===== config.mk =====
export PLATFORM = sky130hd
export DESIGN_NAME = ramp_adc_ctrl
export DESIGN_NICKNAME = d
export VERILOG_FILES = /design/src/rtl/ramp_adc_pkg.sv /design/src/rtl/cmp_sync.sv /design/src/rtl/settle_timer.sv /design/src/rtl/ramp_counter.sv /design/src/rtl/ramp_adc_ctrl.sv
export SDC_FILE = /design/constraint.sdc
export NUM_CORES = 1
export LEC_CHECK = 0
export CAP_MARGIN = 0
export CORE_ASPECT_RATIO = 1.25
export CORE_UTILIZATION = 30
export DETAILED_ROUTE_END_ITERATION = 10
export HOLD_SLACK_MARGIN = 0.02
export PLACE_DENSITY = 0.57
export SLEW_MARGIN = 20
export SYNTH_ARGS = -nofsm -noshare
export SYNTH_HDL_FRONTEND = slang
export SYNTH_SLANG_ARGS = --single-unit

===== constraint.sdc =====
create_clock -name clk -period 2.2 [get_ports clk]
set_input_delay 0.44 -clock clk [delete_from_list [all_inputs] [get_ports clk]]
set_output_delay 0.44 -clock clk [all_outputs]
set_load 0.02 [all_outputs]

===== src/rtl/ramp_adc_pkg.sv =====
package ramp_adc_pkg;
   typedef enum logic [0:0] {
      ST_IDLE = 1'b0,
      ST_RAMP = 1'b1
   } ramp_state_t;
endpackage


===== src/rtl/cmp_sync.sv =====
module cmp_sync #(
   parameter int STAGES = 2
) (
   input  logic clk,
   input  logic rst_n,
   input  logic async_i,
   output logic sync_o
);
   logic [STAGES-1:0] chain_q;

   generate
      if (STAGES < 2) begin : g_bad_stages
         $error("cmp_sync needs at least two stages");
      end
      for (genvar s = 0; s < STAGES; s++) begin : g_stage
         if (s == 0) begin : g_first
            always_ff @(posedge clk or negedge rst_n) begin
               if (!rst_n) chain_q[0] <= 1'b0;
               else        chain_q[0] <= async_i;
            end
         end else begin : g_next
            always_ff @(posedge clk or negedge rst_n) begin
               if (!rst_n) chain_q[s] <= 1'b0;
               else        chain_q[s] <= chain_q[s-1];
            end
         end
      end
   endgenerate

   assign sync_o = chain_q[STAGES-1];
endmodule


===== src/rtl/settle_timer.sv =====
module settle_timer #(
   parameter int CYC = 4
) (
   input  logic clk,
   input  logic rst_n,
   input  logic load_i,
   output logic expire_o
);
   localparam int CW = (CYC > 1) ? $clog2(CYC) : 1;

   logic [CW-1:0] cnt_q;
   logic          run_q;

   generate
      if (CYC < 1) begin : g_bad_cyc
         $error("settle_timer needs CYC of at least one");
      end
   endgenerate

   assign expire_o = run_q && (cnt_q == '0);

   always_ff @(posedge clk or negedge rst_n) begin
      if (!rst_n) begin
         cnt_q <= '0;
         run_q <= 1'b0;
      end else if (load_i) begin
         cnt_q <= CW'(CYC - 1);
         run_q <= 1'b1;
      end else if (run_q) begin
         if (cnt_q == '0) run_q <= 1'b0;
         else             cnt_q <= cnt_q - 1'b1;
      end
   end

   // the count never leaves its loaded range
   p_timer_range_r4: assert property (@(posedge clk) disable iff (!rst_n)
      cnt_q <= CW'(CYC - 1));
   // a loaded wait runs without stopping until it expires
   p_timer_runs_r4: assert property (@(posedge clk) disable iff (!rst_n)
      load_i |=> run_q);
endmodule


===== src/rtl/ramp_counter.sv =====
module ramp_counter #(
   parameter int LO_W = 8,
   parameter int HI_W = 2
) (
   input  logic                 clk,
   input  logic                 rst_n,
   input  logic                 clr_i,
   input  logic                 inc_i,
   output logic [LO_W+HI_W-1:0] code_o,
   output logic                 top_o
);
   logic [LO_W-1:0] lo_q;
   logic [HI_W-1:0] hi_q;
   logic            lo_full;

   assign lo_full = (lo_q == {LO_W{1'b1}});
   assign code_o  = {hi_q, lo_q};
   assign top_o   = lo_full && (hi_q == {HI_W{1'b1}});

   // low byte ramps, restarting on every wrap
   always_ff @(posedge clk or negedge rst_n) begin
      if (!rst_n)      lo_q <= '0;
      else if (clr_i)  lo_q <= '0;
      else if (inc_i)  lo_q <= lo_q + 1'b1;
   end

   // upper segment advances only when the low byte wraps
   always_ff @(posedge clk or negedge rst_n) begin
      if (!rst_n)                hi_q <= '0;
      else if (clr_i)            hi_q <= '0;
      else if (inc_i && lo_full) hi_q <= hi_q + 1'b1;
   end

   // a wrap of the low byte moves the upper segment up by exactly one
   p_seg_advance_r5: assert property (@(posedge clk) disable iff (!rst_n)
      (inc_i && !clr_i && lo_full && !top_o) |=> (lo_q == '0) && (hi_q == $past(hi_q) + 1'b1));
endmodule


===== src/rtl/ramp_adc_ctrl.sv =====
module ramp_adc_ctrl
   import ramp_adc_pkg::*;
#(
   parameter int LO_W       = 8,
   parameter int HI_W       = 2,
   parameter int SETTLE_CYC = 4,
   parameter int SYNC_STG   = 2
) (
   input  logic                 clk,
   input  logic                 rst_n,
   input  logic                 start_i,
   input  logic                 cmp_i,
   output logic [LO_W+HI_W-1:0] dac_code_o,
   output logic                 busy_o,
   output logic                 valid_o,
   output logic                 ovr_o,
   output logic [LO_W+HI_W-1:0] result_o
);
   localparam int CODE_W = LO_W + HI_W;

   generate
      if (SETTLE_CYC < SYNC_STG + 1) begin : g_bad_settle
         $error("SETTLE_CYC must cover the synchronizer latency plus one");
      end
   endgenerate

   ramp_state_t       state_q;
   logic              cmp_s;
   logic              expire;
   logic              accept;
   logic              hit;
   logic              at_top;
   logic              step;
   logic              load;
   logic [CODE_W-1:0] code;

   cmp_sync #(.STAGES(SYNC_STG)) sync_i (
      .clk(clk), .rst_n(rst_n), .async_i(cmp_i), .sync_o(cmp_s));

   settle_timer #(.CYC(SETTLE_CYC)) timer_i (
      .clk(clk), .rst_n(rst_n), .load_i(load), .expire_o(expire));

   ramp_counter #(.LO_W(LO_W), .HI_W(HI_W)) ctr_i (
      .clk(clk), .rst_n(rst_n), .clr_i(accept), .inc_i(step),
      .code_o(code), .top_o(at_top));

   assign accept = (state_q == ST_IDLE) && start_i;
   assign hit    = (state_q == ST_RAMP) && expire && cmp_s;
   assign step   = (state_q == ST_RAMP) && expire && !cmp_s && !at_top;
   assign load   = accept || step;

   always_ff @(posedge clk or negedge rst_n) begin
      if (!rst_n) begin
         state_q  <= ST_IDLE;
         valid_o  <= 1'b0;
         ovr_o    <= 1'b0;
         result_o <= '0;
      end else begin
         valid_o <= 1'b0;
         ovr_o   <= 1'b0;
         if (accept) begin
            state_q <= ST_RAMP;
         end else if (hit) begin
            state_q  <= ST_IDLE;
            valid_o  <= 1'b1;
            result_o <= code;
         end else if ((state_q == ST_RAMP) && expire && at_top) begin
            state_q  <= ST_IDLE;
            ovr_o    <= 1'b1;
            result_o <= {CODE_W{1'b1}};
         end
      end
   end

   assign dac_code_o = code;
   assign busy_o     = (state_q == ST_RAMP);

   // an accepted start clears the code and raises busy
   p_start_clears_r2: assert property (@(posedge clk) disable iff (!rst_n)
      (start_i && !busy_o) |=> busy_o && (dac_code_o == '0));
   // during a conversion the code only ever moves up by one
   p_step_one_r3: assert property (@(posedge clk) disable iff (!rst_n)
      (busy_o && $past(busy_o) && (dac_code_o != $past(dac_code_o)))
         |-> (dac_code_o == $past(dac_code_o) + 1'b1));
   // valid and over-range exclusive
   p_excl_r6: assert property (@(posedge clk) disable iff (!rst_n)
      !(valid_o && ovr_o));
   // a reported result ends the conversion
   p_done_idle_r6: assert property (@(posedge clk) disable iff (!rst_n)
      (valid_o || ovr_o) |-> !busy_o);
   // over-range always reports full scale
   p_ovr_full_r7: assert property (@(posedge clk) disable iff (!rst_n)
      ovr_o |-> (result_o == {CODE_W{1'b1}}));
   // a start during a conversion does not clear the code
   p_busy_start_r8: assert property (@(posedge clk) disable iff (!rst_n)
      (busy_o && start_i && (dac_code_o != '0)) |=> (dac_code_o != '0));
endmodule


Word level (Yosys, flattened, before mapping). Cells that the tools add are included.

Logic and storage cells: 58. Output and inout bits: 23. Flip-flop bits (word level): 28. Input bits: 4.

Bitwise logic cells: 2. Reductions and logical operators: 20. Equal/unequal tests: 3. Multiplexer cells: 20. $add $sub $neg: 3.

Operator list (number): 10-bit two-way mux (2); 8-bit two-way mux (2); 1-bit two-way mux (11); 2-bit two-way mux (5); 1-bit logical AND (9); 8-bit by 1-bit adder with 8-bit output (second input constant) (1); 8-bit == test (second input constant) (1); 2-bit nonzero test (4); 2-bit AND reduction (2); 3-bit nonzero test (1); 2-bit by 1-bit adder with 2-bit output (second input constant) (1); 2-bit == test (second input constant) (1); 1-bit logical NOT (2); 2-bit logical NOT (1); 2-bit != test (second input constant) (1); 1-bit inverter (2); 2-bit by 1-bit subtractor with 2-bit output (second input constant) (1); 1-bit logical OR (1).

Logic depth before layout (Yosys ltp).
Word-level depth: 8. Depth in mapped cells: 7. Mapped depth without buffers: 6.

By module. A second synthesis with hierarchy kept.

Cell total of the unflattened synthesis: 103. Area total of the unflattened synthesis: 1218.7 um^2.

By module, submodules not included: ramp_counter (sequential area each 250.2 um^2, times used 1, cells an instance 50, area an instance 514.2 um^2); ramp_adc_ctrl (sequential area each 325.3 um^2, times used 1, cells an instance 36, area an instance 491.7 um^2); settle_timer (sequential area each 75.1 um^2, times used 1, cells an instance 15, area an instance 162.7 um^2); cmp_sync (sequential area each 50.0 um^2, times used 1, cells an instance 2, area an instance 50.0 um^2).

Worst setup path after synthesis. OpenSTA, ideal clock, no wires.

Path type: flip-flop to flip-flop. Start point: reg ctr_i.lo_q[0]. End point: reg ctr_i.lo_q[7]. Required time: 2.122 ns. Clock period less this slack: 1.864 ns. Path slack: 0.336 ns. Cell stages (with the launch flop): 6. Arrival time: 1.787 ns. Setup time: 0.078 ns. Path buffers: 0. Cells stage by stage: dfrtp_1 ha_1 and3_1 a31o_4 or4_1 a21oi_1.

Cells in the longest elaborated chain, start to end: 5. Elaborated cells between the ends (all ways): 8. Classes of those cells: add/sub: 1; eq/ne: 1; mux: 2; reduce/logical: 4.

Ends and longest elaborated chain: start: declaration (RTL line ramp_counter.sv:12) `logic [LO_W-1:0] lo_q;`; start signal: assignment (RTL line ramp_counter.sv:24) `else if (inc_i) lo_q <= lo_q + 1'b1;`; parallel branches: the longest is 5 deep, another holds 8-bit by 1-bit adder with 8-bit output.

Several ways; the timed one is not identified. The select of a mux whose other input is x is not followed. A chain may end at the register's enable or synchronous reset.

Final worst setup path.
Start point: reg timer_i.cnt_q[0]. End point: reg ctr_i.lo_q[7].

Cells in the longest elaborated chain, start to end: 6.

Ends and longest elaborated chain: start: declaration (RTL line settle_timer.sv:11) `logic [CW-1:0] cnt_q;`; start signal: assignment (RTL line settle_timer.sv:27) `cnt_q <= CW'(CYC - 1);`; start signal: assignment (RTL line settle_timer.sv:31) `else cnt_q <= cnt_q - 1'b1;`; 2-bit logical NOT (RTL line settle_timer.sv:20) `assign expire_o = run_q && (cnt_q == '0);`; 1-bit logical AND (RTL line settle_timer.sv:20); 1-bit logical AND (3 in a row) (RTL line ramp_adc_ctrl.sv:49) `assign step = (state_q == ST_RAMP) && expire && !cmp_s && !at_top;`; 2-bit nonzero test (no line).

No other way between the ends.

==> impl_summary.md <==
Setup path
The maximum fanout count along the critical path is 7. The worst setup path is captured at a register. The number of cells on the worst reg-to-reg path is 6. The worst endpoint required time is 2.40 ns. The worst setup path is of the reg -> reg kind. The worst setup path is launched from a register. For the worst setup path, the data arrival time is 2.13 ns.

Die
The total number of placement rows is 25. The total area inside the core boundary comes to 0.00382 mm². The height of the die is 72.9 µm. The initial cell density of the core is 0.316. The floorplan die area is 0.00428 mm².

The horizontal extent of the die is 58.7 µm. For this design the top-level I/O count stands at 27.

Synthesis
A synthesized cell averages 11.7 µm². After synthesis, the share of flip-flops with an asynchronous set or reset is 1.00. The number of nets in the synthesized netlist is 110. The sequential share of the synthesized area is 0.581. The netlist area before placement is 0.00121 mm². The distinct cell type count after synthesis is 31. The most used flip-flop cell after synthesis is sky130_fd_sc_hd__dfrtp_1. In the post-synthesis netlist, the biggest area contributors are sky130_fd_sc_hd__dfrtp_1, sky130_fd_sc_hd__o22a_1, sky130_fd_sc_hd__ha_1. Counting flops with a built-in enable in the synthesized netlist gives 0. Of the post-synthesis cell area, the dominant cell type holds 0.581. The library cell occupying the most area in the post-synthesis netlist is sky130_fd_sc_hd__dfrtp_1. Counting instances in the post-synthesis netlist gives the leading cell types as sky130_fd_sc_hd__dfrtp_1, sky130_fd_sc_hd__nand2_1, sky130_fd_sc_hd__o22a_1. The post-synthesis instance total is 103. The most used standard cell by instance count after synthesis is sky130_fd_sc_hd__dfrtp_1. The number of warnings printed during yosys synthesis is 0. After synthesis the netlist holds a flip-flop and latch count of 28.

Timing
In the finished design, the share of the clock period the worst path needs comes to 0.877. The worst-case headroom to the max-slew limit is 0.659. The time the final worst path needs with I/O delays and setup is 1.93 ns. Hold timing on the final database bottoms out at a slack of 0.355 ns. Setup total negative slack on the finished layout was measured at 0 ns.

The hold violation total from the final report is 0. The actual slew at the worst max-slew pin is 0.510 ns. The final-report max-slew violation count is 0. Derived from the worst setup path, the maximum achievable clock frequency is 0.518 GHz. The clock tree skew after final layout is 0.00967 ns.

Setup violations remaining at the end of the flow were counted as 0. Setup repair after global routing left no endpoint under its margin.

Place
The area after detailed placement is 0.00152 mm². After detailed placement, the design holds a cell count of 181. The routability congestion estimate from global placement is 0.813.

The count of port buffers added during placement is 26. Detailed placement finished with a half-perimeter wire length of 1840 µm.

Route
The average wire per cell in the routed design is 13.6 µm. The post-route antenna net violation count is 0. The number of DRC markers after the initial detailed-route iteration is 13. The DRC violation count after routing is 0. Dividing the detail-routed via count by the number of cells gives 4.84. Summing over every cut layer, the via total after detailed routing is 891. For this run, the detailed router's first-pass iteration total came to 4. The routed wire length is 2500 µm.

Layout
For this run, the post-layout net count is 139. The diode insertion count for antenna repair is 0. Summing all non-filler instances in the final layout gives an area of 0.00156 mm². Relative to the synthesized area, the layout overhead comes to 29.7%. Leaving out filler cells and counting taps, the final layout contains 184. The ratio of cells with drive above 1 in the final layout is 0.0846.

Clocking
The clock passes through at most 2 buffers. Clock-pin slew was measured on the worst setup and hold paths at 0.09 ns. The number of clock buffers inserted by TritonCTS is 3.

Post-CTS timing repair inserted 0 buffers for setup. The count of instances resized after the clock tree is built is 0. The tree is rooted in a sky130_fd_sc_hd__clkbuf_8.

The insertion delay to the later sink of the worst-skew pair is 0.27 ns. The TritonCTS clock tree is built. The cts-stage hold buffer count is 0. For this design, the sink count on the clock tree is 28. The deepest level of the CTS H-tree is 1.

GRT
The initial antenna violation count is 0. The number of global-route vias before repair is 947. The total overflow left after global routing is 0. The global-route wire length before repair is 4350 µm. For this run, the total global-route usage over all layers was measured as 0.135. The maximum number of pins on one net before global-route repair is 29.

Status
The flow ran to the end, and the final reports show no timing, DRC or antenna violations.

Min path
In this run the worst hold path is classified as reg -> reg. The number of cells traversed by the worst hold path is 0.

Power
The worst-case IR drop observed on VDD is 0.000559 V. The ratio of total power to cell area is 1290 mW/mm². In this run the static leakage power is 0.000664 µW.

Run
The tool flagged a number of max-cap violations equal to 0.
-- routing by layer --
metal,GRT usage,vias to the layer above,part of all wire
met5,0,-,0
met4,0.0820,0,0.025
met3,0.0337,6,0.049
met2,0.199,20,0.46
met1,0.177,438,0.47
li1,-,427,-
-- path summary, 6_finish.rpt --
kind,slack [ns],startpoint,end
setup / recovery,0.27,timer_i.cnt_q[0]$_DFFE_PN0P_,ctr_i.lo_q[7]$_DFFE_PN0P_
hold reg to reg,0.35,sync_i.chain_q[0]$_DFF_PN0_,sync_i.sync_o$_DFF_PN0_
min in group asynchronous,0.53,rst_n,ctr_i.lo_q[2]$_DFFE_PN0P_
max in group asynchronous,1.40,rst_n,ctr_i.hi_q[1]$_DFFE_PN0P_
hold / removal,0.35,sync_i.chain_q[0]$_DFF_PN0_,sync_i.sync_o$_DFF_PN0_
setup reg to reg,0.27,timer_i.cnt_q[0]$_DFFE_PN0P_,ctr_i.lo_q[7]$_DFFE_PN0P_
-- registers in the layout, indices dropped and copies added, names as in the netlist --
register        count
result_o           10
ctr_i.lo_q          8
ctr_i.hi_q          2
timer_i.cnt_q       2
busy_o              1
ovr_o               1
sync_i.chain_q      1
sync_i.sync_o       1
timer_i.run_q       1
valid_o             1
-- where the power goes --
part	total, µW	leakage [µW]	internal (µW)	switching [µW]
combinational	868	0.000292	442	426
clock	268	0.0000216	123	145
sequential	885	0.000351	706	179
total	2020	0.000664	1270	749
-- cells by family (layout without fill, tap and decap cells) --
kind of cell | after synthesis | after routing | synth area share
AOI/OAI and AO/OA | 23 | 23 | 0.155
xor gates and xnor gates | 3 | 3 | 0.0218
adders and majority gates | 3 | 3 | 0.0311
buffers and inverters | 9 | 36 | 0.0405
DFF | 28 | 28 | 0.581
muxes | 3 | 3 | 0.0249
and+or+nand+nor | 34 | 34 | 0.146
-- cells in the final DEF (no fill, tap or decap), types with 2 or more instances in the layout --
| cell type | n |
|---|---|
| sky130_fd_sc_hd__dfrtp_1 | 28 |
| sky130_fd_sc_hd__clkdlybuf4s50_1 | 26 |
| sky130_fd_sc_hd__nand2_1 | 10 |
| sky130_fd_sc_hd__o22a_1 | 9 |
| sky130_fd_sc_hd__nor2_1 | 7 |
| sky130_fd_sc_hd__inv_1 | 4 |
| sky130_fd_sc_hd__nand3_1 | 4 |
| sky130_fd_sc_hd__xnor2_1 | 3 |
| sky130_fd_sc_hd__mux2i_1 | 3 |
| sky130_fd_sc_hd__o21ai_0 | 3 |
| sky130_fd_sc_hd__ha_1 | 3 |
| sky130_fd_sc_hd__clkbuf_8 | 3 |
| sky130_fd_sc_hd__buf_4 | 3 |
| sky130_fd_sc_hd__a31oi_1 | 2 |
| sky130_fd_sc_hd__nand2b_1 | 2 |
| sky130_fd_sc_hd__nor3_1 | 2 |
| sky130_fd_sc_hd__nand4_1 | 2 |
| sky130_fd_sc_hd__a21oi_1 | 2 |
-- layout make-up --
cell class | instances | area (µm²)
Inverter | 4 | 15.0
Sequential cell | 28 | 701
Tap cell | 54 | 67.6
Timing Repair Buffer | 29 | 283
Multi-Input combinational cell | 66 | 457
Fill cell | 407 | 2250
Clock buffer | 3 | 41.3
-- stage by stage --
step | total power (µW) | setup WS (ns) | util
final | 2020 | 0.271 | 0.410
after global routing | 2160 | 0.122 | 0.410
after CTS | 2050 | 0.264 | 0.410
after detailed placement | 1770 | 0.291 | 0.399
after global placement | 1750 | 0.384 | 0.399
after floorplan | 1340 | 0.336 | -
-- worst max-delay path, cell delays in order (launching register included) --
cell and delay (ns):
sky130_fd_sc_hd__dfrtp_1 0.37, sky130_fd_sc_hd__inv_1 0.09, sky130_fd_sc_hd__ha_1 0.20, sky130_fd_sc_hd__nand4b_1 0.23, sky130_fd_sc_hd__a31o_4 0.30, sky130_fd_sc_hd__or4_1 0.51
sky130_fd_sc_hd__a21oi_1 0.15
Power figures use the tool's default switching activity.
